===== config.mk =====
export PLATFORM = sky130hd
export DESIGN_NAME = bus_wait_ctrl
export DESIGN_NICKNAME = d
export VERILOG_FILES = /design/src/rtl/bwc_pkg.sv /design/src/rtl/bwc_regs.sv /design/src/rtl/bwc_len.sv /design/src/rtl/bwc_seq.sv /design/src/rtl/bus_wait_ctrl.sv
export SDC_FILE = /design/constraint.sdc
export NUM_CORES = 1
export LEC_CHECK = 0
export BUFFER_PORTS_ARGS = -buffer_cell sky130_fd_sc_hd__buf_2
export CAP_MARGIN = 20
export CORE_AREA = 2 2 39 41
export CTS_BUF_LIST = sky130_fd_sc_hd__clkbuf_4 sky130_fd_sc_hd__clkbuf_8
export DETAILED_ROUTE_END_ITERATION = 6
export DIE_AREA = 0 0 41 43
export PLACE_DENSITY = 0.74
export SYNTH_ARGS = -nofsm -noshare
export SYNTH_HDL_FRONTEND = slang
export SYNTH_SLANG_ARGS = --single-unit

===== constraint.sdc =====
create_clock -name clk -period 1.5 [get_ports clk]
set_input_delay 0.45 -clock clk [delete_from_list [all_inputs] [get_ports clk]]
set_output_delay 0.45 -clock clk [all_outputs]
set_load 0.02 [all_outputs]

===== src/rtl/bwc_pkg.sv =====
package bwc_pkg;

  typedef enum logic [1:0] {
    RG_SFR  = 2'b00,
    RG_INT  = 2'b01,
    RG_EXT  = 2'b10,
    RG_EXT2 = 2'b11
  } region_e;

  localparam logic [1:0] ADDR_MODE = 2'd0;
  localparam logic [1:0] ADDR_FAST = 2'd1;
  localparam logic [1:0] ADDR_KEY  = 2'd2;

  localparam int KEY_BIT  = 1;
  localparam int MODE_BIT = 0;

endpackage


===== src/rtl/bwc_regs.sv =====
module bwc_regs
  import bwc_pkg::*;
#(
  parameter int NUM_CS = 4
) (
  input  logic              clk,
  input  logic              rst_n,
  input  logic              we,
  input  logic [1:0]        addr,
  input  logic [NUM_CS-1:0] wdata,
  output logic              gwait,
  output logic [NUM_CS-1:0] cs_fast
);

  logic              gwait_q, gwait_d, gwait_en;
  logic [NUM_CS-1:0] fast_q, fast_d;
  logic              fast_en;
  logic              key_q, key_d, key_en;

  always_comb begin
    gwait_en = we && (addr == ADDR_MODE) && key_q;
    fast_en  = we && (addr == ADDR_FAST);
    key_en   = we && (addr == ADDR_KEY);
    gwait_d  = wdata[MODE_BIT];
    fast_d   = wdata;
    key_d    = wdata[KEY_BIT];
  end

  always_ff @(posedge clk or negedge rst_n) begin
    if (!rst_n) begin
      gwait_q <= 1'b0;
      fast_q  <= '0;
      key_q   <= 1'b0;
    end else begin
      if (gwait_en) gwait_q <= gwait_d;
      if (fast_en)  fast_q  <= fast_d;
      if (key_en)   key_q   <= key_d;
    end
  end

  assign gwait   = gwait_q;
  assign cs_fast = fast_q;

endmodule


===== src/rtl/bwc_len.sv =====
module bwc_len
  import bwc_pkg::*;
#(
  parameter int NUM_CS   = 4,
  parameter int CSW      = 2,
  parameter int LEN_W    = 2,
  parameter int FAST_LEN = 1,
  parameter int SLOW_LEN = 2,
  parameter int MUX_LEN  = 3,
  parameter int SFR_LEN  = 2
) (
  input  logic [1:0]        region,
  input  logic [CSW-1:0]    cs_sel,
  input  logic              mux_bus,
  input  logic              gwait,
  input  logic [NUM_CS-1:0] cs_fast,
  output logic [LEN_W-1:0]  len,
  output logic              conflict
);

  region_e rg;
  logic    sel_fast;

  always_comb begin
    rg       = region_e'(region);
    sel_fast = cs_fast[cs_sel];
    conflict = 1'b0;
    unique case (rg)
      RG_SFR: len = LEN_W'(SFR_LEN);
      RG_INT: len = gwait ? LEN_W'(SLOW_LEN) : LEN_W'(FAST_LEN);
      default: begin
        if (mux_bus) begin
          len      = LEN_W'(MUX_LEN);
          conflict = sel_fast;
        end else if (gwait) begin
          len = LEN_W'(SLOW_LEN);
        end else begin
          len = sel_fast ? LEN_W'(FAST_LEN) : LEN_W'(SLOW_LEN);
        end
      end
    endcase
  end

endmodule


===== src/rtl/bwc_seq.sv =====
module bwc_seq #(
  parameter int LEN_W = 2
) (
  input  logic             clk,
  input  logic             rst_n,
  input  logic             req,
  input  logic [LEN_W-1:0] len_in,
  input  logic             conflict_in,
  output logic             busy,
  output logic             done,
  output logic [LEN_W-1:0] phase,
  output logic             cfg_err
);

  logic             busy_q, busy_d;
  logic [LEN_W-1:0] cnt_q, cnt_d;
  logic [LEN_W-1:0] len_q, len_d;
  logic             err_q, err_d;
  logic             accept, last;

  always_comb begin
    accept = req && !busy_q;
    last   = busy_q && (cnt_q == len_q);
    busy_d = busy_q;
    cnt_d  = cnt_q;
    len_d  = len_q;
    err_d  = err_q | (accept & conflict_in);
    if (accept) begin
      busy_d = 1'b1;
      cnt_d  = LEN_W'(1);
      len_d  = len_in;
    end else if (last) begin
      busy_d = 1'b0;
      cnt_d  = '0;
    end else if (busy_q) begin
      cnt_d  = cnt_q + LEN_W'(1);
    end
  end

  always_ff @(posedge clk or negedge rst_n) begin
    if (!rst_n) begin
      busy_q <= 1'b0;
      cnt_q  <= '0;
      len_q  <= '0;
      err_q  <= 1'b0;
    end else begin
      busy_q <= busy_d;
      cnt_q  <= cnt_d;
      if (accept) len_q <= len_d;
      err_q  <= err_d;
    end
  end

  assign busy    = busy_q;
  assign done    = last;
  assign phase   = cnt_q;
  assign cfg_err = err_q;

endmodule


===== src/rtl/bus_wait_ctrl.sv =====
module bus_wait_ctrl #(
  parameter int NUM_CS      = 4,
  parameter int LEN_W       = 2,
  parameter int SYNC_STAGES = 2,
  parameter int FAST_LEN    = 1,
  parameter int SLOW_LEN    = 2,
  parameter int MUX_LEN     = 3,
  parameter int SFR_LEN     = 2
) (
  input  logic                      clk,
  input  logic                      rst_n,
  input  logic                      req,
  input  logic [1:0]                region,
  input  logic [$clog2(NUM_CS)-1:0] cs_sel,
  input  logic                      mux_bus,
  input  logic                      reg_we,
  input  logic [1:0]                reg_addr,
  input  logic [NUM_CS-1:0]         reg_wdata,
  output logic                      busy,
  output logic                      done,
  output logic [LEN_W-1:0]          phase,
  output logic                      cfg_err
);

  localparam int CSW = $clog2(NUM_CS);

  logic [SYNC_STAGES-1:0] rst_pipe;
  logic                   rst_sync_n;

  always_ff @(posedge clk or negedge rst_n) begin
    if (!rst_n) rst_pipe <= '0;
    else        rst_pipe <= {rst_pipe[SYNC_STAGES-2:0], 1'b1};
  end
  assign rst_sync_n = rst_pipe[SYNC_STAGES-1];

  logic              gwait;
  logic [NUM_CS-1:0] cs_fast;
  logic [LEN_W-1:0]  acc_len;
  logic              acc_conflict;

  bwc_regs #(.NUM_CS(NUM_CS)) u_regs (
    .clk     (clk),
    .rst_n   (rst_sync_n),
    .we      (reg_we),
    .addr    (reg_addr),
    .wdata   (reg_wdata),
    .gwait   (gwait),
    .cs_fast (cs_fast)
  );

  bwc_len #(
    .NUM_CS   (NUM_CS),
    .CSW      (CSW),
    .LEN_W    (LEN_W),
    .FAST_LEN (FAST_LEN),
    .SLOW_LEN (SLOW_LEN),
    .MUX_LEN  (MUX_LEN),
    .SFR_LEN  (SFR_LEN)
  ) u_len (
    .region   (region),
    .cs_sel   (cs_sel),
    .mux_bus  (mux_bus),
    .gwait    (gwait),
    .cs_fast  (cs_fast),
    .len      (acc_len),
    .conflict (acc_conflict)
  );

  bwc_seq #(.LEN_W(LEN_W)) u_seq (
    .clk         (clk),
    .rst_n       (rst_sync_n),
    .req         (req),
    .len_in      (acc_len),
    .conflict_in (acc_conflict),
    .busy        (busy),
    .done        (done),
    .phase       (phase),
    .cfg_err     (cfg_err)
  );

endmodule


* Word-level counts from Yosys, hierarchy flattened
Index checks and enable logic that the tools add are counted.
Storage, ports and cells: flip-flop bits (word level) 14, word-level logic and storage cells 42, output and inout bits 5
Cells by class: order comparisons 1, reduce and logical (&&, ||, !) cells 12, add/sub/neg operators 1, multiplexer cells 14, eq/ne operators 4, bitwise operators 2
Operators by type and width (count):
- two-way mux 2 bit | 7
- logical AND 1 bit | 6
- two-way mux 1 bit | 5
- equality test 2 x 1 -> 1 bit (second input constant) | 2
- zero test 2 bit | 2
- case mux 2 bit (2 select lines) | 1
- < comparator 2 x 3 -> 1 bit (second input constant) | 1
- nonzero test 3 bit | 1
- adder 2 x 1 -> 2 bit (second input constant) | 1
- binary-select mux 1 bit (select 2 bit) | 1
- equality test 2 bit | 1
- equality test 2 bit (second input constant) | 1
- nonzero test 2 bit | 1
- OR reduction 2 bit | 1
- bitwise AND 1 bit | 1
- zero test 1 bit | 1
- OR 1 bit | 1

* Depth between registers and ports, before layout
Gate-level depths: netlist of run 1.
depth after elaboration 6, mapped depth 3, depth with buffers taken out 3

* By module
From an unflattened synthesis of run 1, not the netlist that was laid out.
Second synthesis, totals: cell total of the unflattened synthesis 56, area total of the unflattened synthesis 678.2 um^2
By module, submodules not included:
- bwc_seq | area an instance 289.0 um^2, instances 1, cells an instance 27, sequential area each 150.1 um^2
- bwc_regs | area an instance 261.5 um^2, instances 1, cells an instance 15, sequential area each 150.1 um^2
- bwc_len | area an instance 73.8 um^2, instances 1, cells an instance 11, sequential area each 0.0 um^2
- bus_wait_ctrl | area an instance 53.8 um^2, instances 1, cells an instance 3, sequential area each 50.0 um^2

* Worst setup path after synthesis of run 1
OpenSTA, ideal clock, no wires.
kind reg2out, start register u_seq.cnt_q[0], in the netlist u_seq.phase[0], end output port done, path buffers 0, data arrival time 0.916 ns, setup slack 0.134 ns, data required time 1.050 ns, cell stages (with the launch flop) 3, cells stage by stage dfrtp_1 > xnor2_1 > and3_4
Between the ends: cells in the longest elaborated chain, start to end 2
Ends and longest elaborated chain:
- start: declaration | RTL line bwc_seq.sv:16 | logic [LEN_W-1:0] cnt_q, cnt_d;
- start signal: assignment | RTL line bwc_seq.sv:48 | cnt_q <= cnt_d;
- equality test 2 bit | RTL line bwc_seq.sv:23 | last = busy_q && (cnt_q == len_q);
- logical AND 1 bit | RTL line bwc_seq.sv:23
- end: declaration | RTL line bus_wait_ctrl.sv:20 | output logic done,
No other way between the ends.

* Worst setup path after layout of run 1
Same ends and word-level chain as after synthesis.

==> out/results.ini, run 1 <==
[run_status]
status = finished with violations
violations = negative setup slack

[setup_path]
cp.depth = 3
cp_cell_sequence = xnor2_1, and3_4, buf_6
worst_ep_arrival_time_ns = 1.13
crit_type = reg -> out
critical-path-max-stage-delay_ns = 0.39
crit_fanout = 2
worstPathRequired_ns = 1.05
reg2regPathDepth = 2
critPathSlowestCell = dfrtp_1
cp_top_family = flip-flops
cp-end-kind = output pin
cp-start-kind = register
crit_buf_inv = 1

[global_route]
grt_pass1_vias = 416
grt_max_degree = 13
antenna_found_initial = 0
grt_overflow = 0
grt_pass1_wl_um = 1610
track_usage_pct = 13.9

[routing]
dr.pass1.iters = 4
dr_wl_met3_um = 53
highest_layer = met3
vias = 463
wl_per_cell_um = 11.5
drtIter0Drc = 4
met2WireLength_um = 510
drt-met1-wl_um = 480
postRouteAntennaNets = 0
wl_um = 1040
drc = 0
vias_per_cell = 5.09

[synthesis]
synth.ff_latch_count = 14
synth_xor_area_share_pct = 4.23
ys_types = 24
synth.cell_area_um2 = 622
ys_warn_count = 0
muxShareOfSynthArea_pct = 12.7
ys_seq_area_share_pct = 56.3
synthCells = 47
synth_area_leaders = dfrtp_1 (56%), mux2_2 (9.1%), mux4_2 (3.6%), xnor2_1 (2.8%), a221oi_2 (2.4%)
synth_fa_ha_area_share_pct = 0
synth_compound_area_share_pct = 10.9
synth_simple_gate_area_share_pct = 14.7
syn-num-nets = 62
yosysTopAreaCellShare_pct = 56.3
synth_top_family_by_area = simple AND/OR/NAND/NOR gates
avgSynthCellArea_um2 = 13.2
yosysTopAreaCell = dfrtp_1

[placed_design]
dp_hpwl_um = 829
gp_congestion = 0.640
port_buffers = 19
dpl_cell_area_um2 = 752
dp_slack_ns = 0.0675

[floorplan]
fp.dieW_um = 41
coreArea_um2 = 1380
die_h_um = 43
io_pins = 20
initial_core_util_pct = 44.9
rows = 14
floorplan.die_area_um2 = 1760

[power]
total_power_mw = 1.45
power_density_nw_per_um2 = 1770
vdd_drop_max_v = 0.000936
p_leak_nw = 0.386

[timing]
finalCritPeriodShare_pct = 105
fin_tns_setup_ns = -0.0785
fin_worst_skew_ns = 0.00521
period_minus_slack_ns = 1.58
fmax_mhz = 634
layout_setup_ws_ns = -0.0785
hold_violations = 0
slew_viol_final = 0
setup_viol = 1
rsz0062_at_grt = yes

[clock_tree]
h-tree-depth = 1
cts_sinks = 14
cts_made_buffers = 3
clkSlewWorstSetupHoldPaths_ns = 0.08
clockBufferDepth = 2
clock-root-buffer = clkbuf_4
clk_latency_ns = 0.27
tritoncts = built

[run]
cap_viol_max_count = 0

[hold_path]
hold_class = reg -> async

[layout]
antenna_cells = 0
layout.nets = 91
drive_gt1_share_pct = 48.0
post-route-cell-area_um2 = 820
fillers = 113
area_delta_synth_final_pct = 31.8

-- area by class of cell --
| class | count | area [um^2] | area share [%] |
|---|---|---|---|
| Clock buffer | 4 | 36.3 | 4.43 |
| Inverter | 1 | 3.75 | 0.458 |
| Multi-Input combinational cell | 32 | 268 | 32.7 |
| Sequential cell | 14 | 350 | 42.7 |
| Tap cell | 16 | 20.0 | 2.44 |
| Timing Repair Buffer | 24 | 141 | 17.3 |
-- synthesized netlist by cell type --
cell type,count
a21oi_1,1
a221oi_2,1
a22oi_1,1
a31oi_1,1
a41o_1,1
and3_4,1
and3b_1,1
conb_1,1
dfrtp_1,14
inv_1,1
mux2_2,5
mux4_2,1
nand2_1,2
nand2b_1,1
nand3b_1,2
nand4bb_1,1
nor2_1,4
nor2b_1,1
nor4bb_1,1
o21ai_0,1
o22ai_1,1
o31ai_2,1
xnor2_1,2
xor2_1,1
-- per-stage QoR --
stage	instances	hold WS [ns]	util [%]
final	91	0.182	59.2
after global routing	91	0.246	59.2
after CTS	91	0.205	59.2
after detailed placement	84	0.202	54.3
after global placement	84	0.205	54.3
after floorplan	47	0.147	-
-- cell families after synthesis --
| kind of cell | after synthesis |
|---|---|
| buffers and inverters | 1 |
| XOR/XNOR | 3 |
| AND/OR/NAND/NOR | 14 |
| flip-flops | 14 |
| AO/OA/AOI/OAI | 8 |
| other | 1 |
| multiplexers | 6 |
-- repair_timing --
| item | in CTS | in global routing |
|---|---|---|
| gates resized for setup | 2 | 0 |
| endpoints found under the setup margin | 1 | 1 |
| buffers inserted | 2 | 0 |
| pin swaps | 3 | 0 |
| endpoints found under the hold margin | 2 | 0 |
| hold buffers | 1 | 0 |
-- metal layers --
| metal | GRT usage [%] | up-vias |
|---|---|---|
| met3 | 3.66 | 0 |
| met1 | 15.9 | 219 |
| li1 | - | 228 |
| met2 | 21.3 | 16 |
| met4 | 10.0 | 0 |
| met5 | 0 | - |
-- placed cells by master, fill, tap and decap left out, drive strengths merged, types with 2 or more instances in the layout --
cell type,netlist,routed
clkbuf,0,4
buf,0,23
nand3b,2,2
nand2,2,2
nor2,4,4
mux2,5,5
xnor2,2,2
dfrtp,14,14
-- final timing paths --
check	startpoint	end	slack (ns)
setup / recovery	u_seq.phase[0]$_DFFE_PN0P_	done	-0.08
max in group asynchronous	rst_n	rst_pipe[1]$_DFF_PN0_	0.93
min in group clk	rst_pipe[0]$_DFF_PN0_	rst_pipe[1]$_DFF_PN0_	0.35
hold / removal	rst_pipe[1]$_DFF_PN0_	u_seq.len_q[1]$_DFFE_PN0P_	0.18
hold reg to reg	rst_pipe[1]$_DFF_PN0_	u_seq.len_q[1]$_DFFE_PN0P_	0.18
setup reg to reg	u_regs.cs_fast[3]$_DFFE_PN0P_	u_seq.cfg_err$_DFF_PN0_	0.27
-- worst register-to-register path, stage by stage (launching register included) --
cell and delay [ns]:
dfrtp_1 0.38, mux4_2 0.51, a41o_1 0.25
-- where the power goes --
part           internal (mW)  leakage [nW]  switching (mW)
clock network          0.147        0.0210           0.114
logic                  0.332         0.203           0.290
registers              0.491         0.162          0.0782
-- registers in the layout, summed over array words and instances (netlist names) --
register / count
u_seq.len_q: 2
u_seq.cfg_err: 1
u_regs.cs_fast: 4
u_seq.busy: 1
u_seq.phase: 2
u_regs.key_q: 1
u_regs.gwait: 1
rst_pipe: 2
Power figures use the tool's default switching activity.
==> run 2, diff against run 1 <==
--- a/config.mk
+++ b/config.mk
@@ -7,11 +7,12 @@
 export LEC_CHECK = 0
 export BUFFER_PORTS_ARGS = -buffer_cell sky130_fd_sc_hd__buf_2
 export CAP_MARGIN = 20
-export CORE_AREA = 2 2 39 41
+export CORE_MARGIN = 2
+export CORE_UTILIZATION = 51
 export CTS_BUF_LIST = sky130_fd_sc_hd__clkbuf_4 sky130_fd_sc_hd__clkbuf_8
 export DETAILED_ROUTE_END_ITERATION = 6
-export DIE_AREA = 0 0 41 43
-export PLACE_DENSITY = 0.74
+export PLACE_DENSITY = 0.79
 export SYNTH_ARGS = -nofsm -noshare
 export SYNTH_HDL_FRONTEND = slang
+export SYNTH_HIERARCHICAL = 1
 export SYNTH_SLANG_ARGS = --single-unit
==> run 2 against run 1 <==
  * Synthesized area up 9.1%
  * Sequential power up 5.6%
  * Sequential share of layout area down 3.7 points
  * Fmax down 3.3%
  * Critical path depth unchanged
  * The run still ends with negative setup slack left
  * Largest cell class unchanged
  * Via count up 7.8%
==> out/results.ini, run 2 <==
[global_route]
grt_max_degree = 13  ; unchanged
grt_pass1_wl_um = 1880  ; was 1610 um
grt_overflow = 0  ; unchanged
track_usage_pct = 17.7  ; was 13.9%
grt_pass1_vias = 477  ; was 416
antenna_found_initial = 0  ; unchanged

[setup_path]
worstPathRequired_ns = 1.05  ; about the same
cp-start-kind = register  ; unchanged
critical-path-max-stage-delay_ns = 0.42  ; was 0.39 ns
reg2regPathDepth = 5  ; was 2
cp-end-kind = output pin  ; unchanged
r2r_slack_ns = 0.32  ; was 0.27 ns
rr_endpoint = u_seq/len_q[0]$_DFFE_PN0P_  ; was u_seq.cfg_err$_DFF_PN0_
cp-endpoint = done  ; unchanged
crit_buf_inv = 1  ; unchanged
crit_fanout = 2  ; unchanged
worst_ep_arrival_time_ns = 1.18  ; was 1.13 ns
rr_startpoint = u_regs/cs_fast[3]$_DFFE_PN0P_  ; was u_regs.cs_fast[3]$_DFFE_PN0P_
crit_start = u_seq/phase[1]$_DFFE_PN0P_  ; was u_seq.phase[0]$_DFFE_PN0P_
cp_top_family = flip-flops  ; unchanged
cp.depth = 3  ; unchanged
crit_type = reg -> out  ; unchanged
cp_cell_sequence = xnor2_2, and3_4, buf_6  ; was xnor2_1, and3_4, buf_6
critPathSlowestCell = dfrtp_1  ; unchanged

[synthesis]
ys_types = 26  ; was 24
synth.ff_latch_count = 14  ; unchanged
syn-num-nets = 71  ; was 62
synthCells = 56  ; was 47
ys_async_sr_fraction_pct = 100  ; unchanged
yosysTopAreaCell = dfrtp_1  ; unchanged
yosysMostFrequentCell = dfrtp_1  ; unchanged
synth_area_leaders = dfrtp_1 (52%), mux2_1 (5.0%), mux2_2 (5.0%), mux2i_1 (3.0%), nand3b_4 (3.0%)  ; was dfrtp_1 (56%), mux2_2 (9.1%), mux4_2 (3.6%), xnor2_1 (2.8%), a221oi_2 (2.4%)
synth.cell_area_um2 = 678  ; was 622 um^2
synth-main-ff-cell = dfrtp_1  ; unchanged
ys_seq_area_share_pct = 51.7  ; was 56.3%
synth-edff-count = 0  ; unchanged
ys_warn_count = 6  ; was 0
yosysTopAreaCellShare_pct = 51.7  ; was 56.3%
avgSynthCellArea_um2 = 12.1  ; was 13.2 um^2
synth_common_cells = dfrtp_1 (14), nor2_1 (4), mux2_1 (3), mux2_2 (3), nand2b_1 (3)  ; was dfrtp_1 (14), mux2_2 (5), nor2_1 (4)

[floorplan]
die_h_um = 40.5  ; was 43 um
fp.dieW_um = 40.5  ; was 41 um
rows = 13  ; was 14
initial_core_util_pct = 53.5  ; was 44.9%
floorplan.die_area_um2 = 1640  ; was 1760 um^2
io_pins = 20  ; unchanged
coreArea_um2 = 1270  ; was 1380 um^2

[timing]
fin_worst_skew_ns = 0.00483  ; was 0.00521 ns
setup_viol = 1  ; unchanged
finalCritPeriodShare_pct = 109  ; was 105%
fmax_mhz = 613  ; was 634 MHz
hold_violations = 0  ; unchanged
layout_setup_ws_ns = -0.132  ; was -0.0785 ns
period_minus_slack_ns = 1.63  ; was 1.58 ns
slew_viol_final = 0  ; unchanged
rsz0062_at_grt = yes  ; unchanged

[placed_design]
dp_slack_ns = 0.0645  ; was 0.0675 ns
port_buffers = 19  ; unchanged
dp_hpwl_um = 874  ; was 829 um
gp_congestion = 0.720  ; was 0.640

[run_status]
status = finished with violations  ; unchanged
violations = negative setup slack  ; unchanged

[clock_tree]
tritoncts = built  ; unchanged
clkSlewWorstSetupHoldPaths_ns = 0.09  ; was 0.08 ns
h-tree-depth = 1  ; unchanged
clk_latency_ns = 0.27  ; about the same
cts_made_buffers = 3  ; unchanged
cts_sinks = 14  ; unchanged
clock-root-buffer = clkbuf_4  ; unchanged
clockBufferDepth = 2  ; unchanged

[layout]
final_cell_mix = buf_2 (18), dfrtp_1 (14), buf_4 (6), nor2_1 (4)  ; was buf_2 (18), dfrtp_1 (14), mux2_2 (5), nor2_1 (4), buf_4 (4)
area_delta_synth_final_pct = 32.3  ; was 31.8%
layout.nets = 102  ; was 91
fin_util_pct = 70.7  ; was 59.2%
drive_gt1_share_pct = 45.3  ; was 48.0%
layout_commonest_cell = buf_2  ; unchanged
largest_register_ffs = 4  ; unchanged
antenna_cells = 0  ; unchanged

[routing]
dr.pass1.iters = 2  ; was 4
wl_per_cell_um = 11.5  ; about the same
vias_per_cell = 4.94  ; was 5.09
wl_um = 1160  ; was 1040 um
drc = 0  ; unchanged
vias = 499  ; was 463
postRouteAntennaNets = 0  ; unchanged
drtIter0Drc = 2  ; was 4

[power]
swShare_pct = 33.4  ; was 33.2%
comb_power_share_pct = 45.8  ; was 42.8%
vdd_drop_max_v = 0.000899  ; was 0.000936 V
seqPwrFrac_pct = 37.7  ; was 39.2%
power_switching_mw = 0.533  ; was 0.482 mW
p_leak_nw = 0.448  ; was 0.386 nW
power_density_nw_per_um2 = 1780  ; was 1770 nW/um^2
p_clk_share_pct = 16.6  ; was 18.0%
p_int_mw = 1.06  ; was 0.971 mW

[hold_path]
hold_class = reg -> async  ; unchanged

[run]
cap_viol_max_count = 0  ; unchanged

## run 2: cell types whose count changed in the layout (fill, tap and decap cells not counted), sizes merged, moves of 2 or more
cell    before  now
mux2i        0    2
nor2b        1    3
a21o         0    2
nand2b       1    3
buf         23   25
mux2         5    7
## run 2: worst register-to-register path: stages (launching register included)
cell,delay [ns]
dfrtp_1,0.38
mux2i_1,0.14
o22ai_1,0.12
a221o_1,0.31
nand2_1,0.05
o21ai_0,0.07
## run 2: metrics by stage
| stage | cell area [um^2] | instances | setup TNS [ns] | hold WS [ns] | power, mW |
|---|---|---|---|---|---|
| floorplan | 678 | 56 | 0 | 0.147 | 0.988 |
| global placement | 800 | 91 | 0 | 0.209 | 1.15 |
| detailed placement | 800 | 91 | 0 | 0.213 | 1.17 |
| CTS | 890 | 100 | -0.138 | 0.219 | 1.57 |
| global route | 897 | 101 | -0.210 | 0.259 | 1.71 |
| finish | 897 | 101 | -0.132 | 0.195 | 1.60 |
## run 2: how the worst min path moves through the flow
stage | cells after the start | start | to
CTS | 0 | rst_pipe[1]$_DFF_PN0_ | u_seq/len_q[1]$_DFFE_PN0P_
floorplan | 0 | rst_pipe[1]$_DFF_PN0_ | u_regs/cs_fast[0]$_DFFE_PN0P_
global route | 0 | rst_pipe[1]$_DFF_PN0_ | u_seq/busy$_DFFE_PN0P_
detailed placement | 0 | rst_pipe[1]$_DFF_PN0_ | u_regs/key_q$_DFFE_PN0P_
finish | 0 | rst_pipe[1]$_DFF_PN0_ | u_seq/cfg_err$_DFF_PN0_
global placement | 0 | rst_pipe[1]$_DFF_PN0_ | u_seq/busy$_DFFE_PN0P_
## run 2: repair_timing
| item | in CTS | in global routing |
|---|---|---|
| resized for setup | 3 | 0 |
| hold endpoints to repair | 2 | 0 |
| buffers inserted | 4 | 1 |
| setup endpoints to repair | 1 | 1 |
| hold buffers | 1 | 0 |
| pin swaps | 2 | 1 |
## run 2: power groups by stage
stage | logic, mW | registers [mW] | clock network [mW]
2_1_floorplan | 0.329 | 0.659 | 0
3_3_place_gp | 0.542 | 0.606 | 0
3_5_place_dp | 0.555 | 0.613 | 0
4_1_cts | 0.701 | 0.599 | 0.274
5_1_grt | 0.800 | 0.620 | 0.294
6_report | 0.731 | 0.601 | 0.264
## run 2: kinds of logic after synthesis
logic type | count (synthesis) | share of synthesized area (%)
buffers and inverters | 2 | 1.11
AND/OR/NAND/NOR | 19 | 19.9
AO/OA/AOI/OAI | 9 | 9.04
other | 1 | 0.553
multiplexers | 9 | 15.1
XOR/XNOR | 2 | 2.58
flip-flops | 14 | 51.7
## run 2: area by class of cell
cell class,count,area [um^2]
clock buffer,4,36.3
fill,107,372
inverter,2,7.51
multi-input combinational,40,328
sequential,14,350
tap,15,18.8
timing repair buffer,26,156
## run 2: metal layers
| layer | global-route usage (%) | vias up | wire (um) |
|---|---|---|---|
| met4 | 5.00 | 0 | 0 |
| li1 | - | 254 | - |
| met1 | 20.6 | 233 | 489 |
| met2 | 32.5 | 12 | 617 |
| met5 | 0 | - | 0 |
| met3 | 3.33 | 0 | 53 |
==> run 3, diff against run 2 <==
--- a/config.mk
+++ b/config.mk
@@ -7,12 +7,13 @@
 export LEC_CHECK = 0
 export BUFFER_PORTS_ARGS = -buffer_cell sky130_fd_sc_hd__buf_2
 export CAP_MARGIN = 20
-export CORE_MARGIN = 2
-export CORE_UTILIZATION = 51
+export CORE_AREA = 2 2 39 41
 export CTS_BUF_LIST = sky130_fd_sc_hd__clkbuf_4 sky130_fd_sc_hd__clkbuf_8
 export DETAILED_ROUTE_END_ITERATION = 6
+export DIE_AREA = 0 0 41 43
 export PLACE_DENSITY = 0.79
 export SYNTH_ARGS = -nofsm -noshare
 export SYNTH_HDL_FRONTEND = slang
 export SYNTH_HIERARCHICAL = 1
 export SYNTH_SLANG_ARGS = --single-unit
+export TNS_END_PERCENT = 5
==> constraint.sdc (replaced) <==
create_clock -name clk -period 2.05 [get_ports clk]
set_input_delay 0.615 -clock clk [delete_from_list [all_inputs] [get_ports clk]]
set_output_delay 0.615 -clock clk [all_outputs]
set_load 0.02 [all_outputs]
==> run 3 against run 2 <==
  * The flow now finishes without violations
  * Clock skew down 0.0033 ns
  * Final area down 7.5%
  * Sequential cell count unchanged
  * Highest routed layer unchanged
==> out/results.ini, run 3 (synthesis gave the netlist of run 2 again) <==
[run_status]
status = complete, no violations  ; was finished with violations

[clock_tree]
cts-resized-gates = 0  ; was 3
cts_sinks = 14  ; unchanged
clock-root-buffer = clkbuf_4  ; unchanged
h-tree-depth = 1  ; unchanged
postCtsSetupRepairBufs = 0  ; was 4
clk_latency_ns = 0.27  ; about the same
tritoncts = built  ; unchanged
cts_made_buffers = 3  ; unchanged
clockBufferDepth = 2  ; unchanged
cts_hold_buf = 0  ; was 1
clkSlewWorstSetupHoldPaths_ns = 0.08  ; was 0.09 ns

[layout]
area_delta_synth_final_pct = 22.3  ; was 32.3%
layout.nets = 95  ; was 102
fin_util_pct = 59.9  ; was 70.7%
post-route-cell-area_um2 = 830  ; was 897 um^2
antenna_cells = 0  ; unchanged
layout_commonest_cell = buf_2  ; unchanged
largest_register_ffs = 4  ; unchanged
drive_gt1_share_pct = 40.5  ; was 45.3%
stdcell_count = 95  ; was 101
final_cell_mix = buf_2 (19), dfrtp_1 (14), nor2_1 (4)  ; was buf_2 (18), dfrtp_1 (14), buf_4 (6), nor2_1 (4)

[setup_path]
cp-end-kind = output pin  ; unchanged
crit_type = reg -> out  ; unchanged
crit_start = u_seq/phase[1]$_DFFE_PN0P_  ; unchanged
crit_fanout = 5  ; was 2
worstPathRequired_ns = 1.43  ; was 1.05 ns
cp-endpoint = done  ; unchanged
worst_ep_arrival_time_ns = 1.31  ; was 1.18 ns
reg2regPathDepth = 5  ; unchanged
r2r_slack_ns = 0.85  ; was 0.32 ns
rr_startpoint = u_regs/cs_fast[1]$_DFFE_PN0P_  ; was u_regs/cs_fast[3]$_DFFE_PN0P_
cp-start-kind = register  ; unchanged
rr_endpoint = u_seq/len_q[0]$_DFFE_PN0P_  ; unchanged

[global_route]
antenna_found_initial = 0  ; unchanged
grt_max_degree = 13  ; unchanged
grt_pass1_wl_um = 1810  ; was 1880 um
track_usage_pct = 15.8  ; was 17.7%
grt_overflow = 0  ; unchanged
grt_pass1_vias = 472  ; was 477

[timing]
slew_viol_final = 0  ; unchanged
fin_worst_skew_ns = 0.00155  ; was 0.00483 ns
fmax_mhz = 520
rsz0062_at_grt = no  ; was yes
period_minus_slack_ns = 1.92
setup_viol = 0  ; was 1
fin_tns_setup_ns = 0  ; was -0.132 ns
fin_hold_ws_ns = 0.103  ; was 0.195 ns
finalCritPeriodShare_pct = 93.7
hold_violations = 0  ; unchanged

[power]
p_leak_nw = 0.406  ; was 0.448 nW
power_density_nw_per_um2 = 1230  ; was 1780 nW/um^2
vdd_drop_max_v = 0.000721  ; was 0.000899 V

[routing]
drtIter0Drc = 1  ; was 2
wl_um = 1070  ; was 1160 um
postRouteAntennaNets = 0  ; unchanged
dr.pass1.iters = 2  ; unchanged
wl_per_cell_um = 11.2  ; was 11.5 um
vias = 494  ; was 499
drc = 0  ; unchanged
vias_per_cell = 5.20  ; was 4.94

[floorplan]
floorplan.die_area_um2 = 1760  ; was 1640 um^2
fp.dieW_um = 41  ; was 40.5 um
initial_core_util_pct = 49.0  ; was 53.5%
die_h_um = 43  ; was 40.5 um
rows = 14  ; was 13
io_pins = 20  ; unchanged
coreArea_um2 = 1380  ; was 1270 um^2

[hold_path]
hold_class = in -> async  ; was reg -> async

[placed_design]
gp_congestion = 0.809  ; was 0.720
dp_hpwl_um = 872  ; was 874 um
port_buffers = 19  ; unchanged
dpl_cell_area_um2 = 793  ; was 800 um^2
dp_cells = 91  ; unchanged

[run]
cap_viol_max_count = 0  ; unchanged

[run 3: metrics by stage]
stage	total power, mW	worst slack (ns)
2_1_floorplan	0.723	0.504
3_3_place_gp	0.826	0.448
3_5_place_dp	0.836	0.421
4_1_cts	1.03	0.104
5_1_grt	1.10	0.0426
6_report	1.02	0.129
[run 3: critical path, cell delays in order, from the launching register on]
cell,delay (ns)
dfrtp_1,0.43
xnor2_1,0.22
and3_4,0.22
buf_2,0.16
[run 3: layout make-up]
cell class	instances	area (um^2)
sequential	14	350
tap	16	20.0
timing repair buffer	19	95.1
multi-input combinational	40	320
inverter	2	7.51
fill	123	554
clock buffer	4	36.3
[run 3: report_power, final]
part           switching [mW]  total (mW)  internal [mW]  leakage (nW)
Clock                  0.0842       0.192          0.108        0.0210
Combinational           0.184       0.381          0.197         0.222
Sequential             0.0843       0.445          0.360         0.164
[run 3: how the worst min path moves through the flow]
stage                     depth (start not counted)                             to                  start
after global placement                            0     u_seq/phase[1]$_DFFE_PN0P_  rst_pipe[1]$_DFF_PN0_
after floorplan                                   0  u_regs/cs_fast[0]$_DFFE_PN0P_  rst_pipe[1]$_DFF_PN0_
after detailed placement                          0         u_seq/busy$_DFFE_PN0P_  rst_pipe[1]$_DFF_PN0_
final                                             1          rst_pipe[0]$_DFF_PN0_                  rst_n
after CTS                                         1          rst_pipe[0]$_DFF_PN0_                  rst_n
after global routing                              1          rst_pipe[1]$_DFF_PN0_                  rst_n
[run 3: layer usage]
metal  vias up  routed length (um)  GRT usage (%)
li1        241                   -              -
met1       235                 433           15.4
met2        18                 552           26.6
met3         0                  82           9.42
met4         0                   0           4.00
met5         -                   0              0
